===== src/rtl/twi_rx_pkg.sv =====
package twi_rx_pkg;
  localparam int REG_AW = 2;
  localparam logic [REG_AW-1:0] LOC_OWN  = 2'd0;
  localparam logic [REG_AW-1:0] LOC_DATA = 2'd1;
  localparam logic [REG_AW-1:0] LOC_STAT = 2'd2;

  localparam int ST_GC   = 0;
  localparam int ST_AAS  = 1;
  localparam int ST_BUSY = 2;
  localparam int ST_HOLD = 3;
  localparam int ST_CNT  = 4;

  typedef enum logic [1:0] {
    PH_IDLE,
    PH_ADDR,
    PH_DATA,
    PH_HOLD
  } rx_phase_e;
endpackage


===== src/rtl/twi_sync.sv =====
module twi_sync #(
  parameter int W      = 2,
  parameter int STAGES = 2
) (
  input  logic         clk,
  input  logic         rst,
  input  logic [W-1:0] d,
  output logic [W-1:0] q
);
  logic [W-1:0] stage_q [STAGES];

  always_ff @(posedge clk) begin
    if (rst) begin
      for (int i = 0; i < STAGES; i++) stage_q[i] <= '1;
    end else begin
      stage_q[0] <= d;
      for (int i = 1; i < STAGES; i++) stage_q[i] <= stage_q[i-1];
    end
  end

  assign q = stage_q[STAGES-1];
endmodule


===== src/rtl/twi_bus_cond.sv =====
module twi_bus_cond (
  input  logic clk,
  input  logic rst,
  input  logic scl_s,
  input  logic sda_s,
  output logic start_det,
  output logic stop_det,
  output logic scl_rise
);
  logic scl_d, sda_d;

  always_ff @(posedge clk) begin
    if (rst) begin
      scl_d <= 1'b1;
      sda_d <= 1'b1;
    end else begin
      scl_d <= scl_s;
      sda_d <= sda_s;
    end
  end

  assign start_det = scl_s && scl_d && sda_d && !sda_s;
  assign stop_det  = scl_s && scl_d && !sda_d && sda_s;
  assign scl_rise  = scl_s && !scl_d;
endmodule


===== src/rtl/twi_rx_engine.sv =====
module twi_rx_engine
  import twi_rx_pkg::*;
#(
  parameter int DW = 8
) (
  input  logic          clk,
  input  logic          rst,
  input  logic          start_det,
  input  logic          stop_det,
  input  logic          scl_rise,
  input  logic          sda_bit,
  input  logic [DW-2:0] own_addr,
  input  logic          release_i,
  output logic [DW-1:0] rx_byte,
  output logic          gc,
  output logic          aas,
  output logic          busy,
  output logic          hold,
  output logic          irq,
  output logic [$clog2(DW)-1:0] bit_cnt
);
  localparam int CW = $clog2(DW);
  localparam logic [CW-1:0] LAST = CW'(DW - 1);

  rx_phase_e     phase;
  logic [DW-1:0] shreg;
  logic [DW-1:0] shnext;
  logic          taking;

  assign shnext = {shreg[DW-2:0], sda_bit};
  assign taking = scl_rise && (phase == PH_ADDR || phase == PH_DATA);
  assign hold   = (phase == PH_HOLD);

  always_ff @(posedge clk) begin
    if (rst) begin
      phase   <= PH_IDLE;
      shreg   <= '0;
      rx_byte <= '0;
      bit_cnt <= '0;
      gc      <= 1'b0;
      aas     <= 1'b0;
      busy    <= 1'b0;
      irq     <= 1'b0;
    end else if (start_det) begin
      phase   <= PH_ADDR;
      bit_cnt <= '0;
      gc      <= 1'b0;
      aas     <= 1'b0;
      busy    <= 1'b1;
      irq     <= 1'b0;
    end else if (stop_det) begin
      phase   <= PH_IDLE;
      bit_cnt <= '0;
      gc      <= 1'b0;
      aas     <= 1'b0;
      busy    <= 1'b0;
      irq     <= 1'b0;
    end else begin
      if (release_i) irq <= 1'b0;
      if (release_i && phase == PH_HOLD) phase <= PH_DATA;
      if (taking) begin
        shreg <= shnext;
        if (bit_cnt == LAST) begin
          bit_cnt <= '0;
          rx_byte <= shnext;
          if (phase == PH_ADDR) begin
            if (shnext[DW-1:1] == '0) begin
              gc    <= 1'b1;
              irq   <= 1'b1;
              phase <= PH_HOLD;
            end else if (shnext[DW-1:1] == own_addr) begin
              aas   <= 1'b1;
              irq   <= 1'b1;
              phase <= PH_HOLD;
            end else begin
              phase <= PH_IDLE;
            end
          end else begin
            irq   <= 1'b1;
            phase <= PH_HOLD;
          end
        end else begin
          bit_cnt <= bit_cnt + 1'b1;
        end
      end
    end
  end
endmodule


===== src/rtl/twi_slave_addr_rx.sv =====
module twi_slave_addr_rx
  import twi_rx_pkg::*;
#(
  parameter int DW = 8
) (
  input  logic              clk,
  input  logic              rst,
  input  logic              scl_in,
  input  logic              sda_in,
  input  logic              reg_wr,
  input  logic [REG_AW-1:0] reg_addr,
  input  logic [DW-1:0]     reg_wdata,
  output logic [DW-1:0]     reg_rdata,
  output logic              irq
);
  localparam int CW = $clog2(DW);

  logic [1:0]    bus_s;
  logic          start_det, stop_det, scl_rise;
  logic [DW-1:0] own_reg, rx_byte, status;
  logic          gc, aas, busy, hold, release_wr;
  logic [CW-1:0] bit_cnt;

  twi_sync #(.W(2), .STAGES(2)) u_sync (
    .clk(clk), .rst(rst), .d({scl_in, sda_in}), .q(bus_s)
  );

  twi_bus_cond u_cond (
    .clk(clk), .rst(rst), .scl_s(bus_s[1]), .sda_s(bus_s[0]),
    .start_det(start_det), .stop_det(stop_det), .scl_rise(scl_rise)
  );

  assign release_wr = reg_wr && (reg_addr == LOC_DATA);

  twi_rx_engine #(.DW(DW)) u_eng (
    .clk(clk), .rst(rst), .start_det(start_det), .stop_det(stop_det),
    .scl_rise(scl_rise), .sda_bit(bus_s[0]), .own_addr(own_reg[DW-1:1]),
    .release_i(release_wr), .rx_byte(rx_byte), .gc(gc), .aas(aas),
    .busy(busy), .hold(hold), .irq(irq), .bit_cnt(bit_cnt)
  );

  always_ff @(posedge clk) begin
    if (rst) begin
      own_reg <= '0;
    end else if (reg_wr && reg_addr == LOC_OWN) begin
      own_reg <= reg_wdata;
    end else if (stop_det) begin
      own_reg[0] <= 1'b0;
    end
  end

  always_comb begin
    status = '0;
    status[ST_GC]   = gc;
    status[ST_AAS]  = aas;
    status[ST_BUSY] = busy;
    status[ST_HOLD] = hold;
    status[ST_CNT +: CW] = bit_cnt;
  end

  always_ff @(posedge clk) begin
    if (rst) begin
      reg_rdata <= '0;
    end else begin
      case (reg_addr)
        LOC_OWN:  reg_rdata <= own_reg;
        LOC_DATA: reg_rdata <= rx_byte;
        LOC_STAT: reg_rdata <= status;
        default:  reg_rdata <= '0;
      endcase
    end
  end
endmodule


===== config.mk =====
export PLATFORM = sky130hd
export DESIGN_NAME = twi_slave_addr_rx
export DESIGN_NICKNAME = d
export VERILOG_FILES = /design/src/rtl/twi_rx_pkg.sv /design/src/rtl/twi_sync.sv /design/src/rtl/twi_bus_cond.sv /design/src/rtl/twi_rx_engine.sv /design/src/rtl/twi_slave_addr_rx.sv
export SDC_FILE = /design/constraint.sdc
export NUM_CORES = 1
export LEC_CHECK = 0
export BUFFER_PORTS_ARGS = -buffer_cell sky130_fd_sc_hd__clkbuf_2
export CORE_MARGIN = 10
export CORE_UTILIZATION = 35
export CTS_CLUSTER_SIZE = 10
export DETAILED_ROUTE_END_ITERATION = 8
export PLACE_DENSITY_LB_ADDON = 0.2
export RECOVER_POWER = 50
export REMOVE_ABC_BUFFERS = 1
export SKIP_CTS_REPAIR_TIMING = 1
export SYNTH_ARGS = -nofsm -noshare
export SYNTH_HDL_FRONTEND = slang
export SYNTH_SLANG_ARGS = --single-unit

===== constraint.sdc =====
create_clock -name clk -period 4.37 [get_ports clk]
set_input_delay 0.2185 -clock clk [delete_from_list [all_inputs] [get_ports clk]]
set_output_delay 0.2185 -clock clk [all_outputs]
set_load 0.05 [all_outputs]

==> key figures, run 1 <==
Place
  – Port bufs: 23
  – Routability cong.: 0.771
  – HPWL Detailed: 2.99 mm
  – Placed Instances: 292

Hold path
  – Hold Path Class: primary input to register

Die
  – Starting Density: 36.7%
  – IO Pins: 24
  – Die H: 93.7 um
  – Placeable Area: 5170 um2
  – DIE AREA: 8780 um2
  – Row cnt: 26
  – Die width: 93.7 um

STA
  – Fin Setup TNS: 0 ns
  – Actual slew at the worst max-slew pin: 1.73 ns
  – Crit share post-route: 47.4%
  – Slew Limit Fails: 42
  – Worst Skew: 0.00273 ns
  – Final Setup Violations: 0
  – Setup repair after global routing missed its margin: false
  – Fmax: 0.483 GHz
  – Slew HR: -15.0%
  – Final hold viol count: 0
  – Fin crit period: 2.07 ns

Final layout
  – Filler cell count: 536
  – Layout Cells excl Fill: 298
  – Diodes inserted: 0
  – Synth-to-Final Area Change: 12.3%
  – Multi-input logic area: 926 um2
  – Register area: 921 um2
  – Nets: 248
  – Share of layout cells above drive strength 1: 15.4%

Power and ir drop
  – Pwr Density: 341 nW/um2
  – P_leak: 0.809 nW
  – Clock share of power: 35.0%
  – Sequential share of power: 59.0%
  – Int Pwr: 0.564 mW
  – Switching share of power: 22.6%
  – Net Switching: 0.164 mW
  – Max IR drop VDD: 0.148 mV
  – Logic pwr share: 6.1%

Setup path
  – CP endpoint: u_eng.rx_byte[6]
  – Worst EP arrival: 2.17 ns
  – Crit Path Max Fanout: 10
  – Worst setup path class: register to register
  – Critical path cell sequence: inv_1 -> ha_1 -> nor3b_2 -> nand2_1 -> nand2_1 -> a21oi_1
  – Crit. End Element: register
  – CP max-delay cell: nor3b_2
  – Most frequent CP cell: nand2_1
  – Reg2reg end: u_eng.rx_byte[6]
  – R2R depth: 6
  – Max incr delay on CP: 0.52 ns
  – Internal reg-to-reg setup slack: 2.30 ns
  – Crit path launch: u_eng.phase[1]
  – Worst R2R Start: u_eng.phase[1]
  – CP startpoint kind: register
  – CP required: 4.47 ns

Synthesis
  – Biggest area consumer among synthesized cells: dfxtp_1
  – Register bit total from synthesis: 46
  – Register area share after synthesis: 48.5%
  – Post-Synthesis Mean Instance Area: 9.14 um2
  – Warnings, synthesis: 0
  – Top cells by count, synth: dfxtp_1, nand2_1, a21oi_1
  – Async SR Flop Fraction: 0%
  – Count of cell types in the netlist: 31
  – Cells after Synth: 208
  – Synth top area share: 48.5%
  – Synthesized cell area: 1900 um2
  – Number of flops mapped to enable cells by yosys: 0
  – Top post-synthesis cells by area: dfxtp_1, a21oi_1, mux2i_1
  – Main synth FF type: dfxtp_1
  – Dominant cell by count in the synthesized netlist: dfxtp_1

Detailed routing
  – Final ANT Viol Nets: 0
  – Final wirelength: 4.30 mm
  – Drt first-iter violations: 54
  – Drt wl/cell: 14.4 um
  – DRC viols: 0
  – Vias: 1470
  – Via-to-Cell Ratio: 4.93
  – DRT Pass-1 Iters: 4

Global routing
  – First-pass GRT wire length: 7.66 mm
  – Vias in the first global route: 1566
  – Largest net degree at the start of global routing: 42
  – Initial antenna violation count: 0
  – Gr usage total: 10.8%
  – Residual overflow from global routing: 0

Status
  – Outcome: finished with violations
  – Violated checks: max-capacitance violations, max-slew violations

Clocking
  – H-tree depth: 2
  – Max clock buf depth: 2
  – CTS Sinks: 46
  – CTS Buf Count: 5
  – Worst-skew pair later-pin latency: 0.29 ns
  – Clk root buf: clkbuf_8
  – CTS tree: yes
  – Clock transition at the registers of the reported paths: 0.08 ns

Job
  – Max cap viols: 1
## routing by layer
metal  routed length, um  part of all wire (%)  vias up  GRT usage [%]
met2                1940                    45       28           17.3
met4                  58                   1.3        0           3.80
met5                   0                     0        -              0
met3                 233                   5.4        7           3.36
li1                    -                     -      739              -
met1                2070                    48      696           13.4
## worst min path at each step
stage                                    start              endpoint  slack, ns  cells after the start
final                                   scl_in  u_sync.stage_q[0][1]       0.10                      2
after global routing                    scl_in  u_sync.stage_q[0][1]       0.09                      2
after CTS                               sda_in  u_sync.stage_q[0][0]       0.09                      2
after floorplan                            rst            own_reg[0]       0.29                      1
after global placement    u_sync.stage_q[0][0]  u_sync.stage_q[0][2]       0.39                      1
after detailed placement  u_sync.stage_q[0][0]  u_sync.stage_q[0][2]       0.40                      1
## power groups by stage
stage	Combinational [mW]	Sequential, mW	Clock (mW)
detailed placement	0.0451	0.440	0
floorplan	0.0221	0.440	0
global route	0.0496	0.431	0.284
CTS	0.0454	0.430	0.265
finish	0.0443	0.430	0.255
global placement	0.0451	0.440	0
## kinds of logic (layout without fill, tap and decap cells)
family | Yosys count | in the layout | synth area share [%]
AOI/OAI and AO/OA | 36 | 36 | 11.5
xor gates and xnor gates | 7 | 7 | 3.23
adders and majority gates | 4 | 4 | 2.63
buffers and inverters | 13 | 33 | 2.83
DFF | 46 | 46 | 48.5
muxes | 15 | 15 | 7.90
and+or+nand+nor | 87 | 87 | 23.5
## cells in the final DEF, fill, tap and decap left out, drive strengths merged, types with 2 or more instances in the layout
| cell | Yosys | final |
|---|---|---|
| mux2i | 15 | 15 |
| ha | 4 | 4 |
| dfxtp | 46 | 46 |
| nand3b | 3 | 3 |
| inv | 4 | 4 |
| or2 | 6 | 6 |
| xor2 | 7 | 7 |
| nor3 | 3 | 3 |
| nor4 | 2 | 2 |
| clkbuf | 5 | 29 |
| nand2 | 37 | 37 |
| nor2 | 23 | 23 |
| a211oi | 2 | 2 |
| a21oi | 30 | 30 |
| nand4b | 3 | 3 |
| nor2b | 3 | 3 |
## per-stage QoR
stage	setup WS (ns)	power (mW)	instance area (um2)	hold slack [ns]	util, %
2_1_floorplan	2.70	0.463	1860	0.288	-
3_3_place_gp	2.39	0.485	2060	0.392	39.9
3_5_place_dp	2.37	0.485	2060	0.398	39.9
4_1_cts	2.34	0.740	2150	0.0948	41.5
5_1_grt	2.04	0.765	2130	0.0932	41.3
6_report	2.30	0.729	2130	0.104	41.3
## critical path, delay by kind of cell, from the launching register on
family	cells	cell delay (ns)
AO/OA/AOI/OAI	1	0.08
adder cells (fa/ha/maj)	1	0.31
buffers and inverters	1	0.06
flip-flops	1	0.33
AND/OR/NAND/NOR	3	1.10
## layout make-up
class | instances | share of cell area [%]
timing repair buffer | 23 | 4.81
clock buffer | 6 | 3.87
inverter | 4 | 0.703
tap | 70 | 4.10
multi-input combinational | 149 | 43.4
sequential | 46 | 43.1
Note: power is estimated with default switching activity, not from simulation.
==> inputs of run 2 (changes only) <==
--- a/config.mk
+++ b/config.mk
@@ -5,6 +5,7 @@
 export SDC_FILE = /design/constraint.sdc
 export NUM_CORES = 1
 export LEC_CHECK = 0
+export ABC_AREA = 1
 export BUFFER_PORTS_ARGS = -buffer_cell sky130_fd_sc_hd__clkbuf_2
 export CORE_MARGIN = 10
 export CORE_UTILIZATION = 35
==> constraint.sdc (replaced) <==
create_clock -name clk -period 1.9 [get_ports clk]
set_input_delay 0.095 -clock clk [delete_from_list [all_inputs] [get_ports clk]]
set_output_delay 0.095 -clock clk [all_outputs]
set_load 0.05 [all_outputs]
==> run 2 against run 1 <==
The run now ends clean. Combinational power rose to 2.7 times the previous value. Clock skew is 0.0024 ns higher. Sequential share of layout area down 1.1 points. Synthesized cell count up 16%. Total power rose to 2.5 times the previous value. First-iteration DRC count is 24% higher. Critical path depth increased by 3. Routed wire length down 1.0%. Maximum frequency increased by 31%. Global-route usage shrank 0.52 points. Via count rose by 3.9%. Hold slack worse by 0.090 ns. Largest cell class is now sequential cells.
==> key figures, run 2 <==
Status
  – Outcome: finished clean

Synthesis
  – Count of cell types in the netlist: 27
  – Post-Synthesis Mean Instance Area: 7.87 um2
  – Async SR Flop Fraction: 0%
  – Dominant cell by count in the synthesized netlist: nand2_1
  – Register area share after synthesis: 48.4%
  – Synth top area share: 48.4%
  – Number of flops mapped to enable cells by yosys: 0
  – Top cells by count, synth: nand2_1, dfxtp_1, inv_1
  – Biggest area consumer among synthesized cells: dfxtp_1
  – Top post-synthesis cells by area: dfxtp_1, nand2_1, a21oi_1
  – Warnings, synthesis: 0
  – Main synth FF type: dfxtp_1
  – Cells after Synth: 242
  – Register bit total from synthesis: 46
  – Synthesized cell area: 1900 um2

Global routing
  – Gr usage total: 10.3%
  – First-pass GRT wire length: 7.24 mm
  – Initial antenna violation count: 0
  – Largest net degree at the start of global routing: 26
  – Residual overflow from global routing: 0
  – Vias in the first global route: 1545

STA
  – Crit share post-route: 83.0%
  – Actual slew at the worst max-slew pin: 1.04 ns
  – Fin crit period: 1.58 ns
  – Slew HR: 30.5%
  – Slew Limit Fails: 0
  – Final hold viol count: 0
  – Final Setup Violations: 0
  – Fmax: 0.634 GHz
  – Setup repair after global routing missed its margin: false
  – Fin Setup TNS: 0 ns
  – Worst Skew: 0.00510 ns

Detailed routing
  – Drt wl/cell: 12.5 um
  – DRC viols: 0
  – Via-to-Cell Ratio: 4.49
  – Vias: 1527
  – Final ANT Viol Nets: 0
  – DRT Pass-1 Iters: 3
  – Drt first-iter violations: 67
  – Final wirelength: 4.25 mm

Place
  – Port bufs: 23
  – Routability cong.: 0.779
  – HPWL Detailed: 3.19 mm

Die
  – Starting Density: 36.6%
  – DIE AREA: 8790 um2
  – Placeable Area: 5200 um2
  – Die width: 93.8 um
  – Row cnt: 26
  – Die H: 93.8 um
  – IO Pins: 24

Final layout
  – Register area: 921 um2
  – Synth-to-Final Area Change: 14.9%
  – Most frequent cells in the layout: nand2_1, dfxtp_1, inv_1, a21oi_1
  – Multi-input logic area: 815 um2
  – Most common cell after layout, fill and taps aside: nand2_1
  – Nets: 288
  – Share of layout cells above drive strength 1: 14.4%
  – Diodes inserted: 0
  – Filler cell count: 571

Setup path
  – R2R depth: 9
  – Crit. End Element: register
  – Worst R2R Start: u_eng.phase[1]
  – Crit Path Max Fanout: 12
  – CP startpoint kind: register
  – Worst EP arrival: 1.81 ns
  – CP required: 2.13 ns
  – Internal reg-to-reg setup slack: 0.32 ns
  – Worst setup path class: register to register
  – Reg2reg end: u_eng.phase[0]
  – Crit path launch: u_eng.phase[1]

Clocking
  – Clock transition at the registers of the reported paths: 0.08 ns
  – Max clock buf depth: 2
  – H-tree depth: 2
  – CTS tree: yes
  – CTS Sinks: 46
  – CTS Buf Count: 5
  – Clk root buf: clkbuf_8
  – Worst-skew pair later-pin latency: 0.30 ns

Hold path
  – Hold Path Class: primary input to register
  – Hold EP: own_reg[3]
  – Hold-critical path depth: 3
  – Worst min-delay path startpoint: reg_wdata[3]

Power and ir drop
  – Max IR drop VDD: 0.480 mV
  – Final Power: 1.83 mW
  – Pwr Density: 835 nW/um2
  – P_leak: 0.960 nW

Job
  – Max cap viols: 0
==> run 2: cell types whose count changed after synthesis, moves of 6 or more <==
cell,before,now
a21oi_1,30,23
inv_1,4,27
mux2i_1,15,0
nand2_1,37,54
nand3_1,1,8
o21ai_0,0,19
xor2_1,7,1
==> run 2: layout make-up <==
| type | instances | share of cell area, % |
|---|---|---|
| Sequential cell | 46 | 42.1 |
| Multi-Input combinational cell | 157 | 37.2 |
| Timing Repair Buffer | 27 | 6.12 |
| Inverter | 32 | 5.72 |
| Tap cell | 70 | 4.00 |
| Clock buffer | 7 | 3.49 |
| Clock inverter | 1 | 1.37 |
==> run 2: kinds of logic after synthesis <==
group / count (synthesis) / share of synthesized area (%)
xor+xnor: 4 / 1.84
fa+ha+maj: 4 / 2.63
flops: 46 / 48.4
simple gates: 91 / 21.3
buf+inv: 39 / 8.87
compound gates: 58 / 17.0
==> run 2: per-layer routing <==
layer  up-vias  part of all wire [%]  routed length, um  GRT usage [%]
met4         0                   1.4                 59           3.42
li1        827                     -                  -              -
met2        20                    44               1860           16.2
met1       673                    50               2130           12.5
met3         7                   5.0                211           4.16
met5         -                     0                  0              0
==> run 2: critical path, cell delays in order, from the launching register on <==
cell and delay, ns:
dfxtp_1 0.33, inv_1 0.05, ha_1 0.30, nor3_4 0.25, nand2_4 0.14, clkinv_4 0.13, nand2_2 0.08, nand2_1 0.06
nand2_1 0.05, a21oi_1 0.11
==> run 2: how the worst max path moves through the flow <==
stage	end	cells past startpoint
after global routing	u_eng.phase[0]	9
final	u_eng.phase[0]	9
after floorplan	u_eng.phase[0]	9
after detailed placement	u_eng.phase[0]	9
after global placement	u_eng.phase[0]	9
after CTS	u_eng.phase[0]	9
==> run 2: power by group <==
| part | switching (mW) | internal (mW) | leakage (nW) |
|---|---|---|---|
| Combinational | 0.0799 | 0.0415 | 0.534 |
| Clock | 0.319 | 0.394 | 0.0524 |
| Sequential | 0.0106 | 0.982 | 0.373 |
==> run 2: stage by stage <==
stage	cells	utilization, %	hold WS, ns	worst slack, ns	area, um2
after floorplan	235	-	0.164	0.244	1860
after global placement	330	39.9	0.278	0.399	2080
after detailed placement	330	39.9	0.282	0.314	2080
after CTS	338	42.0	-0.0348	0.294	2180
after global routing	340	42.0	0.0318	0.133	2190
final	340	42.0	0.0134	0.323	2190
==> inputs of run 3 (changes only) <==
==> constraint.sdc (replaced) <==
create_clock -name clk -period 1.6 [get_ports clk]
set_input_delay 0.08 -clock clk [delete_from_list [all_inputs] [get_ports clk]]
set_output_delay 0.08 -clock clk [all_outputs]
set_load 0.05 [all_outputs]
==> run 3 against run 2 <==
Non-clock buffer count rose by 7. Routed wire length rose by 2.8%. Clock skew fell by 0.0013 ns. Combinational power rose by 21%. Clock power rose by 20%. The run now ends with negative hold slack left. Largest power group unchanged. Sequential power rose by 19%.
==> key figures, run 3 (same netlist as run 2, synthesis figures left out) <==
Status
  – Outcome: finished with violations
  – Violated checks: negative hold slack

Die
  – Placeable Area: 5200 um2
  – Die width: 93.8 um
  – Row cnt: 26
  – Starting Density: 36.6%
  – DIE AREA: 8790 um2
  – IO Pins: 24
  – Die H: 93.8 um

Power and ir drop
  – Sequential share of power: 54.0%
  – Logic pwr share: 6.7%
  – Max IR drop VDD: 0.552 mV
  – P_leak: 1.01 nW
  – Switching share of power: 23.1%
  – Int Pwr: 1.68 mW
  – Net Switching: 0.505 mW
  – Pwr Density: 972 nW/um2
  – Clock share of power: 39.3%

Detailed routing
  – DRC viols: 0
  – Vias: 1582
  – Drt first-iter violations: 100
  – DRT Pass-1 Iters: 4
  – Final ANT Viol Nets: 0
  – Via-to-Cell Ratio: 4.56
  – Final wirelength: 4.37 mm
  – Drt wl/cell: 12.6 um

Setup path
  – Max incr delay on CP: 0.33 ns
  – CP required: 1.84 ns
  – Most frequent CP cell: nand2_1
  – CP startpoint kind: register
  – CP max-delay cell: dfxtp_1
  – WP buf/inv: 2
  – Worst EP arrival: 1.72 ns
  – Crit Path Max Fanout: 12
  – Critical path cell sequence: inv_1 -> ha_1 -> nor3_4 -> nand2_4 -> clkinv_4 -> nand2_2 -> nand2_1 -> nand2_1 -> a21oi_1
  – Worst R2R Start: u_eng.phase[1]
  – Crit. End Element: register
  – Worst setup path class: register to register
  – Crit path launch: u_eng.phase[1]
  – Crit-path leading delay family: simple AND/OR/NAND/NOR gates

STA
  – Fin crit period: 1.48 ns
  – Fin Setup TNS: 0 ns
  – Hold WS: -0.000214 ns
  – Setup repair after global routing missed its margin: true
  – Slack of the critical path: 0.117 ns
  – Crit share post-route: 92.7%
  – Fmax: 0.674 GHz
  – Final hold viol count: 1
  – Slew Limit Fails: 0
  – Slew HR: 60.1%
  – Final Setup Violations: 0
  – Actual slew at the worst max-slew pin: 0.601 ns
  – Worst Skew: 0.00385 ns

Final layout
  – Synth-to-Final Area Change: 17.9%
  – Share of layout cells above drive strength 1: 17.7%
  – Nets: 295
  – Diodes inserted: 0
  – Most common cell after layout, fill and taps aside: nand2_1
  – Post-layout util: 43.1%
  – Most frequent cells in the layout: nand2_1, dfxtp_1, inv_1, a21oi_1, nor2_1

Global routing
  – Largest net degree at the start of global routing: 17
  – Residual overflow from global routing: 0
  – Grt met3 use: 3.36%
  – Initial antenna violation count: 0
  – Global-route met2 utilization: 15.6%
  – Gr usage total: 10.3%
  – Met1 GRT Util: 13.3%
  – First-pass GRT wire length: 7.20 mm
  – GRT busiest layer: met2
  – Vias in the first global route: 1451

Place
  – DP Worst Slack: 0.0598 ns
  – Port bufs: 23
  – Routability cong.: 0.797
  – HPWL Detailed: 3.23 mm

Job
  – Max cap viols: 0

Hold path
  – Worst min-delay path startpoint: reg_wdata[5]
  – Hold Path Class: primary input to register

Clocking
  – Max clock buf depth: 2
  – H-tree depth: 2
  – CTS Buf Count: 5
  – CTS tree: yes
  – Clock transition at the registers of the reported paths: 0.08 ns
  – Clk root buf: clkbuf_8
  – Worst-skew pair later-pin latency: 0.30 ns
  – CTS Sinks: 46
## run 3: per-layer routing
| metal | vias to the layer above | share of wire, % |
|---|---|---|
| li1 | 843 | - |
| met1 | 696 | 48 |
| met2 | 36 | 44 |
| met3 | 7 | 6.9 |
| met4 | 0 | 1.3 |
| met5 | - | 0 |
## run 3: final cells by class
cell class	instances	area, um2
Fill cell	568	2960
Sequential cell	46	921
Multi-Input combinational cell	157	807
Timing Repair Buffer	34	196
Inverter	32	125
Tap cell	70	87.6
Clock buffer	5	68.8
Clock inverter	3	40.0
## run 3: path summary, 6_finish.rpt
check,end,slack (ns),cells past startpoint
hold reg to reg,u_sync.stage_q[0][3],0.41,1
hold / removal,own_reg[5],-0.0002,3
setup reg to reg,u_eng.phase[0],0.12,9
setup / recovery,u_eng.phase[0],0.12,9
## run 3: metrics by stage
| stage | hold slack (ns) | total power, mW | std cells | instance area [um2] |
|---|---|---|---|---|
| global placement | 0.263 | 1.35 | 333 | 2100 |
| floorplan | 0.149 | 1.29 | 235 | 1860 |
| CTS | -0.0517 | 2.20 | 341 | 2210 |
| finish | -0.000214 | 2.18 | 347 | 2250 |
| global route | 0.00331 | 2.27 | 347 | 2250 |
| detailed placement | 0.265 | 1.35 | 333 | 2100 |
## run 3: power groups by stage
stage	Clock (mW)	Combinational (mW)	Sequential (mW)
6_report	0.858	0.147	1.18
5_1_grt	0.920	0.169	1.18
4_1_cts	0.876	0.149	1.18
3_5_place_dp	0	0.149	1.21
3_3_place_gp	0	0.147	1.21
2_1_floorplan	0	0.0820	1.21
## run 3: tightest hold or removal path, cell delays in order
cell      delay [ns]
clkbuf_2        0.08
nor2_1          0.03
nor2_1          0.08
